$ cat src/rtl/lcd_pwr_pkg.sv
package lcd_pwr_pkg;

    typedef enum logic [2:0] {
        S_OFF     = 3'd0,
        S_UP_SUP  = 3'd1,
        S_UP_TIM  = 3'd2,
        S_RUN     = 3'd3,
        S_DN_STOP = 3'd4,
        S_DN_WAIT = 3'd5
    } seq_state_t;

    localparam logic [1:0] ST_IDLE = 2'b00;
    localparam logic [1:0] ST_LOW  = 2'b01;
    localparam logic [1:0] ST_HIGH = 2'b10;
    localparam logic [1:0] ST_FULL = 2'b11;

endpackage

$ cat src/rtl/lcd_pwr_regs.sv
module lcd_pwr_regs #(
    parameter int DATA_W = 16,
    parameter int DLY_W  = 4
) (
    input  logic              clk,
    input  logic              rst,
    input  logic              reg_we,
    input  logic              reg_addr,
    input  logic [DATA_W-1:0] reg_wdata,
    output logic [DATA_W-1:0] reg_rdata,
    input  logic [1:0]        status,
    input  logic              is_idle,
    input  logic              is_run,
    output logic              cmd_start,
    output logic              cmd_stop,
    output logic [DLY_W-1:0]  tim_dly,
    output logic [DLY_W-1:0]  dat_dly,
    output logic [DLY_W-1:0]  off_dly
);
    localparam int ON_BIT  = 0;
    localparam int GO_BIT  = 4;
    localparam int ST_LSB  = 8;
    localparam int TIM_LSB = 0;
    localparam int DAT_LSB = DLY_W;
    localparam int OFF_LSB = 2 * DLY_W;
    localparam logic [DLY_W-1:0] DLY_RST = '1;

    logic ctl_wr, dly_wr, disp_on_q;

    assign ctl_wr = reg_we && (reg_addr == 1'b0);
    assign dly_wr = reg_we && (reg_addr == 1'b1);

    assign cmd_start = ctl_wr && is_idle && reg_wdata[ON_BIT] && reg_wdata[GO_BIT];
    assign cmd_stop  = ctl_wr && is_run && !reg_wdata[ON_BIT];

    always_ff @(posedge clk) begin
        if (rst) begin
            disp_on_q <= 1'b0;
            tim_dly   <= DLY_RST;
            dat_dly   <= DLY_RST;
            off_dly   <= DLY_RST;
        end else begin
            if (cmd_start) disp_on_q <= 1'b1;
            else if (cmd_stop) disp_on_q <= 1'b0;
            if (dly_wr) begin
                tim_dly <= reg_wdata[TIM_LSB +: DLY_W];
                dat_dly <= reg_wdata[DAT_LSB +: DLY_W];
                off_dly <= reg_wdata[OFF_LSB +: DLY_W];
            end
        end
    end

    always_comb begin
        reg_rdata = '0;
        if (reg_addr == 1'b0) begin
            reg_rdata[ON_BIT]         = disp_on_q;
            reg_rdata[ST_LSB +: 2]    = status;
        end else begin
            reg_rdata[TIM_LSB +: DLY_W] = tim_dly;
            reg_rdata[DAT_LSB +: DLY_W] = dat_dly;
            reg_rdata[OFF_LSB +: DLY_W] = off_dly;
        end
    end

    // commands are never accepted outside idle or running states
    a_r7_cmd_gate: assert property (@(posedge clk) disable iff (rst)
        (cmd_start || cmd_stop) |-> (is_idle || is_run));
    // the self-clearing start bit is never reflected in readback
    a_r8_go_reads_zero: assert property (@(posedge clk) disable iff (rst)
        (reg_addr == 1'b0) |-> (reg_rdata[GO_BIT] == 1'b0));

endmodule

$ cat src/rtl/lcd_pwr_frame_cnt.sv
module lcd_pwr_frame_cnt #(
    parameter int DLY_W = 4
) (
    input  logic             clk,
    input  logic             rst,
    input  logic             run,
    input  logic             frame_stb,
    input  logic [DLY_W-1:0] target,
    output logic             done
);
    logic [DLY_W-1:0] cnt_q;

    assign done = run && frame_stb && (cnt_q == target);

    always_ff @(posedge clk) begin
        if (rst || !run || done) cnt_q <= '0;
        else if (frame_stb) cnt_q <= cnt_q + 1'b1;
    end

    // strobes outside a running delay leave the count at zero
    a_r6_idle_clear: assert property (@(posedge clk) disable iff (rst)
        !run |=> (cnt_q == '0));
    // the count only moves on a strobe
    a_r6_count_on_stb: assert property (@(posedge clk) disable iff (rst)
        (run && !frame_stb) |=> $stable(cnt_q) || !$past(run));

endmodule

$ cat src/rtl/lcd_pwr_fsm.sv
module lcd_pwr_fsm
    import lcd_pwr_pkg::*;
#(
    parameter int DLY_W = 4
) (
    input  logic             clk,
    input  logic             rst,
    input  logic             cmd_start,
    input  logic             cmd_stop,
    input  logic [DLY_W-1:0] tim_dly,
    input  logic [DLY_W-1:0] dat_dly,
    input  logic [DLY_W-1:0] off_dly,
    input  logic             cnt_done,
    output logic             cnt_run,
    output logic [DLY_W-1:0] cnt_target,
    output logic             supply_en,
    output logic             timing_en,
    output logic             data_en,
    output logic [1:0]       status,
    output logic             is_idle,
    output logic             is_run
);
    seq_state_t state_q, state_d;

    always_comb begin
        state_d = state_q;
        unique case (state_q)
            S_OFF:     if (cmd_start) state_d = S_UP_SUP;
            S_UP_SUP:  if (cnt_done)  state_d = S_UP_TIM;
            S_UP_TIM:  if (cnt_done)  state_d = S_RUN;
            S_RUN:     if (cmd_stop)  state_d = S_DN_STOP;
            S_DN_STOP:                state_d = S_DN_WAIT;
            S_DN_WAIT: if (cnt_done)  state_d = S_OFF;
            default:                  state_d = S_OFF;
        endcase
    end

    always_ff @(posedge clk) begin
        if (rst) state_q <= S_OFF;
        else     state_q <= state_d;
    end

    always_comb begin
        supply_en  = 1'b0;
        timing_en  = 1'b0;
        data_en    = 1'b0;
        status     = ST_IDLE;
        cnt_run    = 1'b0;
        cnt_target = off_dly;
        unique case (state_q)
            S_OFF: ;
            S_UP_SUP: begin
                supply_en  = 1'b1;
                status     = ST_LOW;
                cnt_run    = 1'b1;
                cnt_target = tim_dly;
            end
            S_UP_TIM: begin
                supply_en  = 1'b1;
                timing_en  = 1'b1;
                status     = ST_HIGH;
                cnt_run    = 1'b1;
                cnt_target = dat_dly;
            end
            S_RUN: begin
                supply_en = 1'b1;
                timing_en = 1'b1;
                data_en   = 1'b1;
                status    = ST_FULL;
            end
            S_DN_STOP: begin
                supply_en = 1'b1;
                status    = ST_HIGH;
            end
            S_DN_WAIT: begin
                supply_en  = 1'b1;
                status     = ST_LOW;
                cnt_run    = 1'b1;
                cnt_target = off_dly;
            end
            default: ;
        endcase
    end

    assign is_idle = (state_q == S_OFF);
    assign is_run  = (state_q == S_RUN);

    // enables nest
    a_r9_order: assert property (@(posedge clk) disable iff (rst)
        (!data_en || timing_en) && (!timing_en || supply_en));
    // start leads to supply-only state
    a_r2_start: assert property (@(posedge clk) disable iff (rst)
        cmd_start |=> (status == ST_LOW) && supply_en && !timing_en);
    // stop drops data and timing together, supply held
    a_r4_stop: assert property (@(posedge clk) disable iff (rst)
        cmd_stop |=> !data_en && !timing_en && supply_en);
    // supply only falls out of the power-down wait
    a_r5_supply_off: assert property (@(posedge clk) disable iff (rst)
        $fell(supply_en) |-> $past(status) == ST_LOW && !$past(timing_en));
    // a waiting state holds until its count completes
    a_r7_hold: assert property (@(posedge clk) disable iff (rst)
        (cnt_run && !cnt_done) |=> $stable(status));

endmodule

$ cat src/rtl/lcd_pwr_seq.sv
module lcd_pwr_seq #(
    parameter int DATA_W = 16,
    parameter int DLY_W  = 4
) (
    input  logic              clk,
    input  logic              rst,
    input  logic              reg_we,
    input  logic              reg_addr,
    input  logic [DATA_W-1:0] reg_wdata,
    output logic [DATA_W-1:0] reg_rdata,
    input  logic              frame_stb,
    output logic              supply_en,
    output logic              timing_en,
    output logic              data_en,
    output logic [1:0]        seq_status
);
    logic             cmd_start, cmd_stop, is_idle, is_run;
    logic             cnt_run, cnt_done;
    logic [DLY_W-1:0] tim_dly, dat_dly, off_dly, cnt_target;

    lcd_pwr_regs #(.DATA_W(DATA_W), .DLY_W(DLY_W)) u_regs (
        .clk(clk), .rst(rst),
        .reg_we(reg_we), .reg_addr(reg_addr),
        .reg_wdata(reg_wdata), .reg_rdata(reg_rdata),
        .status(seq_status), .is_idle(is_idle), .is_run(is_run),
        .cmd_start(cmd_start), .cmd_stop(cmd_stop),
        .tim_dly(tim_dly), .dat_dly(dat_dly), .off_dly(off_dly)
    );

    lcd_pwr_fsm #(.DLY_W(DLY_W)) u_fsm (
        .clk(clk), .rst(rst),
        .cmd_start(cmd_start), .cmd_stop(cmd_stop),
        .tim_dly(tim_dly), .dat_dly(dat_dly), .off_dly(off_dly),
        .cnt_done(cnt_done), .cnt_run(cnt_run), .cnt_target(cnt_target),
        .supply_en(supply_en), .timing_en(timing_en), .data_en(data_en),
        .status(seq_status), .is_idle(is_idle), .is_run(is_run)
    );

    lcd_pwr_frame_cnt #(.DLY_W(DLY_W)) u_cnt (
        .clk(clk), .rst(rst),
        .run(cnt_run), .frame_stb(frame_stb),
        .target(cnt_target), .done(cnt_done)
    );

    // after reset the panel is fully off
    a_r1_reset_off: assert property (@(posedge clk)
        $past(rst) |-> (seq_status == 2'b00) && !supply_en && !timing_en && !data_en);

endmodule

$ cat config.mk
export PLATFORM = sky130hd
export DESIGN_NAME = lcd_pwr_seq
export DESIGN_NICKNAME = d
export VERILOG_FILES = /design/src/rtl/lcd_pwr_pkg.sv /design/src/rtl/lcd_pwr_regs.sv /design/src/rtl/lcd_pwr_frame_cnt.sv /design/src/rtl/lcd_pwr_fsm.sv /design/src/rtl/lcd_pwr_seq.sv
export SDC_FILE = /design/constraint.sdc
export NUM_CORES = 1
export LEC_CHECK = 0
export ABC_AREA = 1
export ABC_CLOCK_PERIOD_IN_PS = 1700
export BUFFER_PORTS_ARGS = -buffer_cell sky130_fd_sc_hd__buf_2
export CAP_MARGIN = 10
export CORE_ASPECT_RATIO = 1.2
export CORE_UTILIZATION = 35
export DETAILED_ROUTE_END_ITERATION = 12
export GPL_TIMING_DRIVEN = 0
export PLACE_DENSITY = 0.68
export SLEW_MARGIN = 20
export SYNTH_ARGS = -nofsm -noshare
export SYNTH_HDL_FRONTEND = slang
export SYNTH_HIERARCHICAL = 1
export SYNTH_SLANG_ARGS = --single-unit
$ cat constraint.sdc
create_clock -name clk -period 1.7 [get_ports clk]
set_clock_uncertainty 0.15 [all_clocks]
set_input_delay 0.34 -clock clk [delete_from_list [all_inputs] [get_ports clk]]
set_output_delay 0.34 -clock clk [all_outputs]
set_load 0.01 [all_outputs]
* Yosys cells after proc, flatten, opt, wreduce, memory -nomap -nowiden
Cells that the tools add are included.
** Cells by class
- Add/sub/neg operators :: 1
- Multiply operators :: 0
- Divide/modulo/power cells :: 0
- $lt $le $gt $ge :: 0
- Eq/ne operators :: 11
- Shift operators :: 0
- Muxes and demuxes :: 18
- Bitwise gates (word level) :: 1
- Reduce and logical (&&, ||, !) cells :: 21
** Operators by type and width (count)
- 3-bit one-hot mux with 6 select lines :: 1
- 3-bit two-way mux :: 5
- 1-bit logical AND :: 9
- 4-bit one-hot mux with 2 select lines :: 1
- 1-bit two-way mux :: 7
- 7-bit two-way mux :: 1
- 3-bit by 2-bit equality test with 1-bit output, second input constant :: 2
- 3-bit equality test, second input constant :: 2
- 2-bit by 1-bit != test with 1-bit output, second input constant :: 3
- 2-bit one-hot mux with 3 select lines :: 1
- 2-bit OR reduction :: 3
- 5-bit AND reduction :: 1
- 5-bit OR reduction :: 1
- 4-bit by 1-bit adder with 4-bit output, second input constant :: 1
- 4-bit equality test :: 1
- 2-bit two-way mux :: 2
- 2-bit != test, second input constant :: 2
- 3-bit by 1-bit equality test with 1-bit output, second input constant :: 1
- 3-bit logical NOT :: 1
- 3-bit OR reduction :: 1
- 1-bit logical NOT :: 2
- 1-bit logical OR :: 2
- 2-bit nonzero test :: 1
- 1-bit inverter :: 1
** Word-level totals
- Flip-flop bits (word level) :: 20
- Latch bits :: 0
- RAM bits :: 0
- ROM bits :: 0
- Output and inout bits :: 21
- Logic and storage cells :: 58
- Memories kept :: 0

* Depth between registers and ports, before layout
- Depth in word-level cells :: 7
- Mapped depth :: 18

* Cells and area by module
The synthesis kept the hierarchy.
** By module, submodules not included
- lcd_pwr_regs :: instances 1, cells an instance 102, area each 638.1 µm²
- lcd_pwr_fsm :: instances 1, cells an instance 61, area each 349.1 µm²
- lcd_pwr_frame_cnt :: instances 1, cells an instance 42, area each 269.0 µm²

* Worst setup path before layout
OpenSTA, ideal clock, no wires.
- Kind :: reg2reg
- Start :: register u_fsm.state_q[1]
- End :: register u_fsm.state_q[2]
- Library setup time :: 0.115 ns
- Data arrival time :: 1.607 ns
- Setup slack :: -0.172 ns
- Stages on the path, launching flop included :: 18
- Clock period less this slack :: 1.872 ns
- Cell sequence :: dfxtp_1 -> inv_1 -> nand2_2 -> nor2_2 -> nor2_4 -> nand2_1 -> nand3_1 -> inv_1 -> nand2_1 -> nand2_1 -> nor2_1 -> nand3_2 -> inv_1 -> inv_1 -> nand2_2 -> nand3_1 -> nand2_1 -> nor2_1
** Between the ends
- Elaborated cells between the ends (all ways) :: 24
- Classes of those cells :: eq/ne (11); mux (3); reduce/logical (10)
** RTL lines
- start, declared :: line lcd_pwr_fsm.sv:23 : seq_state_t state_q, state_d;
- start signal, assigned :: line lcd_pwr_fsm.sv:40 : else state_q <= state_d;
- 3-bit by 2-bit equality test with 1-bit output / 3-bit by 1-bit equality test with 1-bit output (equally long branches) :: line lcd_pwr_fsm.sv:50 : unique case (state_q)
- 4-bit one-hot mux with 2 select lines (*) :: line lcd_pwr_fsm.sv:50
- named net cnt_target[1] :: line lcd_pwr_seq.sv:19 : logic [DLY_W-1:0] tim_dly, dat_dly, off_dly, cnt_target;
- 4-bit equality test (*) :: line lcd_pwr_frame_cnt.sv:13 : assign done = run && frame_stb && (cnt_q == target);
- 1-bit logical AND (*) :: line lcd_pwr_frame_cnt.sv:13
- named net cnt_done :: line lcd_pwr_seq.sv:18 : logic cnt_run, cnt_done;
- 2-bit by 1-bit != test with 1-bit output (no line)
- 5-bit AND reduction (no line) (*)
The timed path passes the listed nets; every way through them passes the cells marked *.
A chain may end at the register's enable or synchronous reset.

* Final worst setup path
- Start :: register u_fsm.state_q[2]
- End :: register u_fsm.state_q[2]
Same word-level chain as after synthesis.

==> metrics.md <==
| Metric | Value |
|---|---|
| WHS Endpoint | u_regs/off_dly[1]$_SDFFE_PP1P_ |
| Vias in the first global route | 1215 |
| Yosys warning total | 6 |
| Initial antenna violation count | 0 |
| Avg Vias per Cell | 4.565 |
| Max Cap Viol | 0 |
| Period minus WS final | 1.905 ns |
| Crit share post-route | 1.120 |
| Worst r2r src | u_fsm/state_q[2]$_SDFFE_PP0P_ |
| Routability cong. | 0.8114 |
| Register area share after synthesis | 0.3187 |
| Layout cells sized above 1 | 0.3647 |
| Syn_area_per_cell | 6.128 um2 |
| Initial DRT Pass Iterations | 4 |
| Clock Latency Late Sink | 0.26 ns |
| Final core occ | 0.4971 |
| Routed wire length | 2985 um |
| Fin. Hold Viols | 0 |
| Critical-path maximum fanout | 6 |
| Most used cell, CP | nand2_1 |
| Startpoint types | flop |
| Clock transition at path regs | 0.08 ns |
| Area leader, netlist | dfxtp_1 |
| Synth area leaders | dfxtp_1 (32%), nand2_1 (22%), inv_1 (9.3%), nand3_1 (8.0%), nor2_1 (4.5%) |
| Post-CTS Hold Buffers | 0 |
| Vias | 1333 |
| Area grow syn2layout | 34.36% |
| Core footprint | 3396 um2 |
| TritonCTS Buffers | 3 |
| Crit-path cells | buf_6 -> inv_6 -> nand3_4 -> inv_4 -> nor2_4 -> nand2_1 -> nand3_2 -> inv_1 -> nand2_1 -> nand2_1 -> nor2_1 -> nand3_2 -> inv_2 -> inv_2 -> nand2_4 -> nand3_2 -> nand2_1 -> nor2_1 |
| CTS tree | built |
| Crit path DAT | 1.91 ns |
| Hold Path Stages | 3 |
| Share of the synthesized area in the top cell type | 0.3187 |
| Die height | 67.63 um |
| Unrepaired setup endpoints after global routing | yes |
| Total global routing overflow | 0 |
| Critical-path top delay cell | dfxtp_2 |
| Failing checks | setup timing |
| Distinct cells, synth | 23 |
| Detailed Place HPWL | 2116 um |
| Most common cell in the synthesized netlist | nand2_1 |
| Die W | 56.69 um |
| Worst setup margin | -0.2045 ns |
| Peak VDD IR | 0.4833 mV |
| Starting DRT DRC Count | 32 |
| CTS Sinks | 20 |
| Worst-case clock buffer depth | 2 |
| Startpoint of the worst hold path | reg_wdata[9] |
| H-tree Lvls | 1 |
| Nets | 279 |
| Clk root buf | clkbuf_8 |
| FP Rows | 23 |
| Async SR Flop Fraction | 0 |
| I/O pins | 42 |
| CP Capture Type | flop |
| R2R depth | 18 |
| Fmax | 525.1 MHz |
| Worst path required time | 1.71 ns |
| Count of flip-flops with a built-in enable after synthesis | 0 |
| Launch point of the critical path | u_fsm/state_q[2]$_SDFFE_PP0P_ |
| Status | finished, violations left |
| Crit Path Category | reg -> reg |
| Reg2Reg Setup Slack | -0.20 ns |
| First-pass GRT wire length | 4940 um |
| Largest net degree at the start of global routing | 12 |
| Pre-CTS WS | -0.2968 ns |
| Starting Density | 0.3699 |
| Post-DRT Antenna Nets | 0 |
| Final setup fails | 7 |
| Synth Instances | 205 |
| Worst reg2reg endpoint | u_fsm/state_q[2]$_SDFFE_PP0P_ |
| Die area | 3834 um2 |
| Power Dens Cells | 1510 nW/um2 |
| GRT Util Overall | 0.1623 |
| Synth cell count leaders | nand2_1 (75), inv_1 (31), dfxtp_1 (20), nand3_1 (20), nor2_1 (15) |
| LEAKAGE | 0.9574 nW |
| Final slew viol count | 0 |
| Number of port buffers | 33 |
| Synth Cell Area | 1256 um2 |
| DRC Markers | 0 |
| Primary FF master, synth | dfxtp_1 |
| Number of synthesized register bits | 20 |
| Ant diodes | 0 |
| Worst hold path class | in -> reg |
| Tot Pwr | 0.002549 W |
| WL/cell | 10.22 um |
| Critical path's largest stage delay | 0.33 ns |
flip-flops by register name, indices dropped and copies added, names as in the netlist:
signal and flops:
u_cnt/cnt_q 4, u_fsm/state_q 3, u_regs/tim_dly 4, u_regs/off_dly 4, u_regs/disp_on_q 1, u_regs/dat_dly 4
cell type report:
cell class                      count  area [um2]
Buffer                             10       73.82
Clock buffer                        4       55.05
Fill cell                         370        1708
Inverter                           35       138.9
Multi-Input combinational cell    143       724.4
Sequential cell                    20       409.1
Tap cell                           37       46.29
Timing Repair Buffer               43       240.2
cells in the final DEF, fill, tap and decap left out, types with 2 or more instances in the layout:
cell,n
a21oi_1,5
a21oi_2,3
buf_2,35
buf_4,15
buf_6,2
clkbuf_8,4
conb_1,4
dfxtp_1,17
dfxtp_4,2
inv_1,25
inv_2,8
nand2_1,73
nand2_2,7
nand3_1,14
nand3_2,7
nor2_1,15
nor2_4,3
o21ai_0,2
xor2_1,2
report_power, final:
part / internal [W] / total (W) / switching [W]
logic: 0.000652 / 0.00157 / 0.000918
registers: 0.000549 / 0.000617 / 0.0000683
clock network: 0.000206 / 0.000362 / 0.000156
total: 0.00141 / 0.00255 / 0.00114
what timing repair did:
action                                 CTS  global route
pin swaps                                9             8
setup endpoints to repair                9            13
endpoints found under the hold margin    0             0
buffers inserted                        10             0
gates resized for setup                 14             9
critical path, delay by kind of cell (launching register included):
family	cells	cell delay, ns
buf+inv	6	0.35
flops	1	0.33
simple gates	12	0.97
per-stage QoR:
step	hold slack [ns]	instance area (um2)	TNS, ns	std cells
floorplan	0.2591	1277	-0.2618	208
global placement	0.2994	1489	-0.8520	278
detailed placement	0.3030	1489	-1.106	278
CTS	0.1269	1672	-0.9816	292
global route	0.1193	1688	-2.056	292
finish	0.1285	1688	-1.031	292
per-layer routing:
layer | GRT usage | share of wire | up-vias | wire, um
li1 | - | - | 704 | -
met1 | 0.1832 | 0.44 | 599 | 1303
met2 | 0.3244 | 0.52 | 28 | 1557
met3 | 0.01724 | 0.037 | 2 | 109
met4 | 0.03750 | 0.0054 | 0 | 16
met5 | 0 | 0 | - | 0
logic make-up (layout without fill, tap and decap cells):
logic type,after synthesis,after routing,share of synthesized area
flops,20,20,0.3187
buf+inv,45,92,0.1633
xor+xnor,3,3,0.02092
compound gates,10,10,0.04283
simple gates,124,124,0.4313
fa+ha+maj,2,2,0.01992
other cells,1,4,0.002985
worst max-delay path by stage:
stage | end | depth (start not counted)
after detailed placement | u_fsm/state_q[2]$_SDFFE_PP0P_ | 18
final | u_fsm/state_q[2]$_SDFFE_PP0P_ | 18
after global placement | u_fsm/state_q[2]$_SDFFE_PP0P_ | 18
after global routing | u_fsm/state_q[2]$_SDFFE_PP0P_ | 18
after CTS | u_fsm/state_q[2]$_SDFFE_PP0P_ | 17
after floorplan | u_fsm/state_q[2]$_SDFFE_PP0P_ | 18
Power figures use the tool's default switching activity.
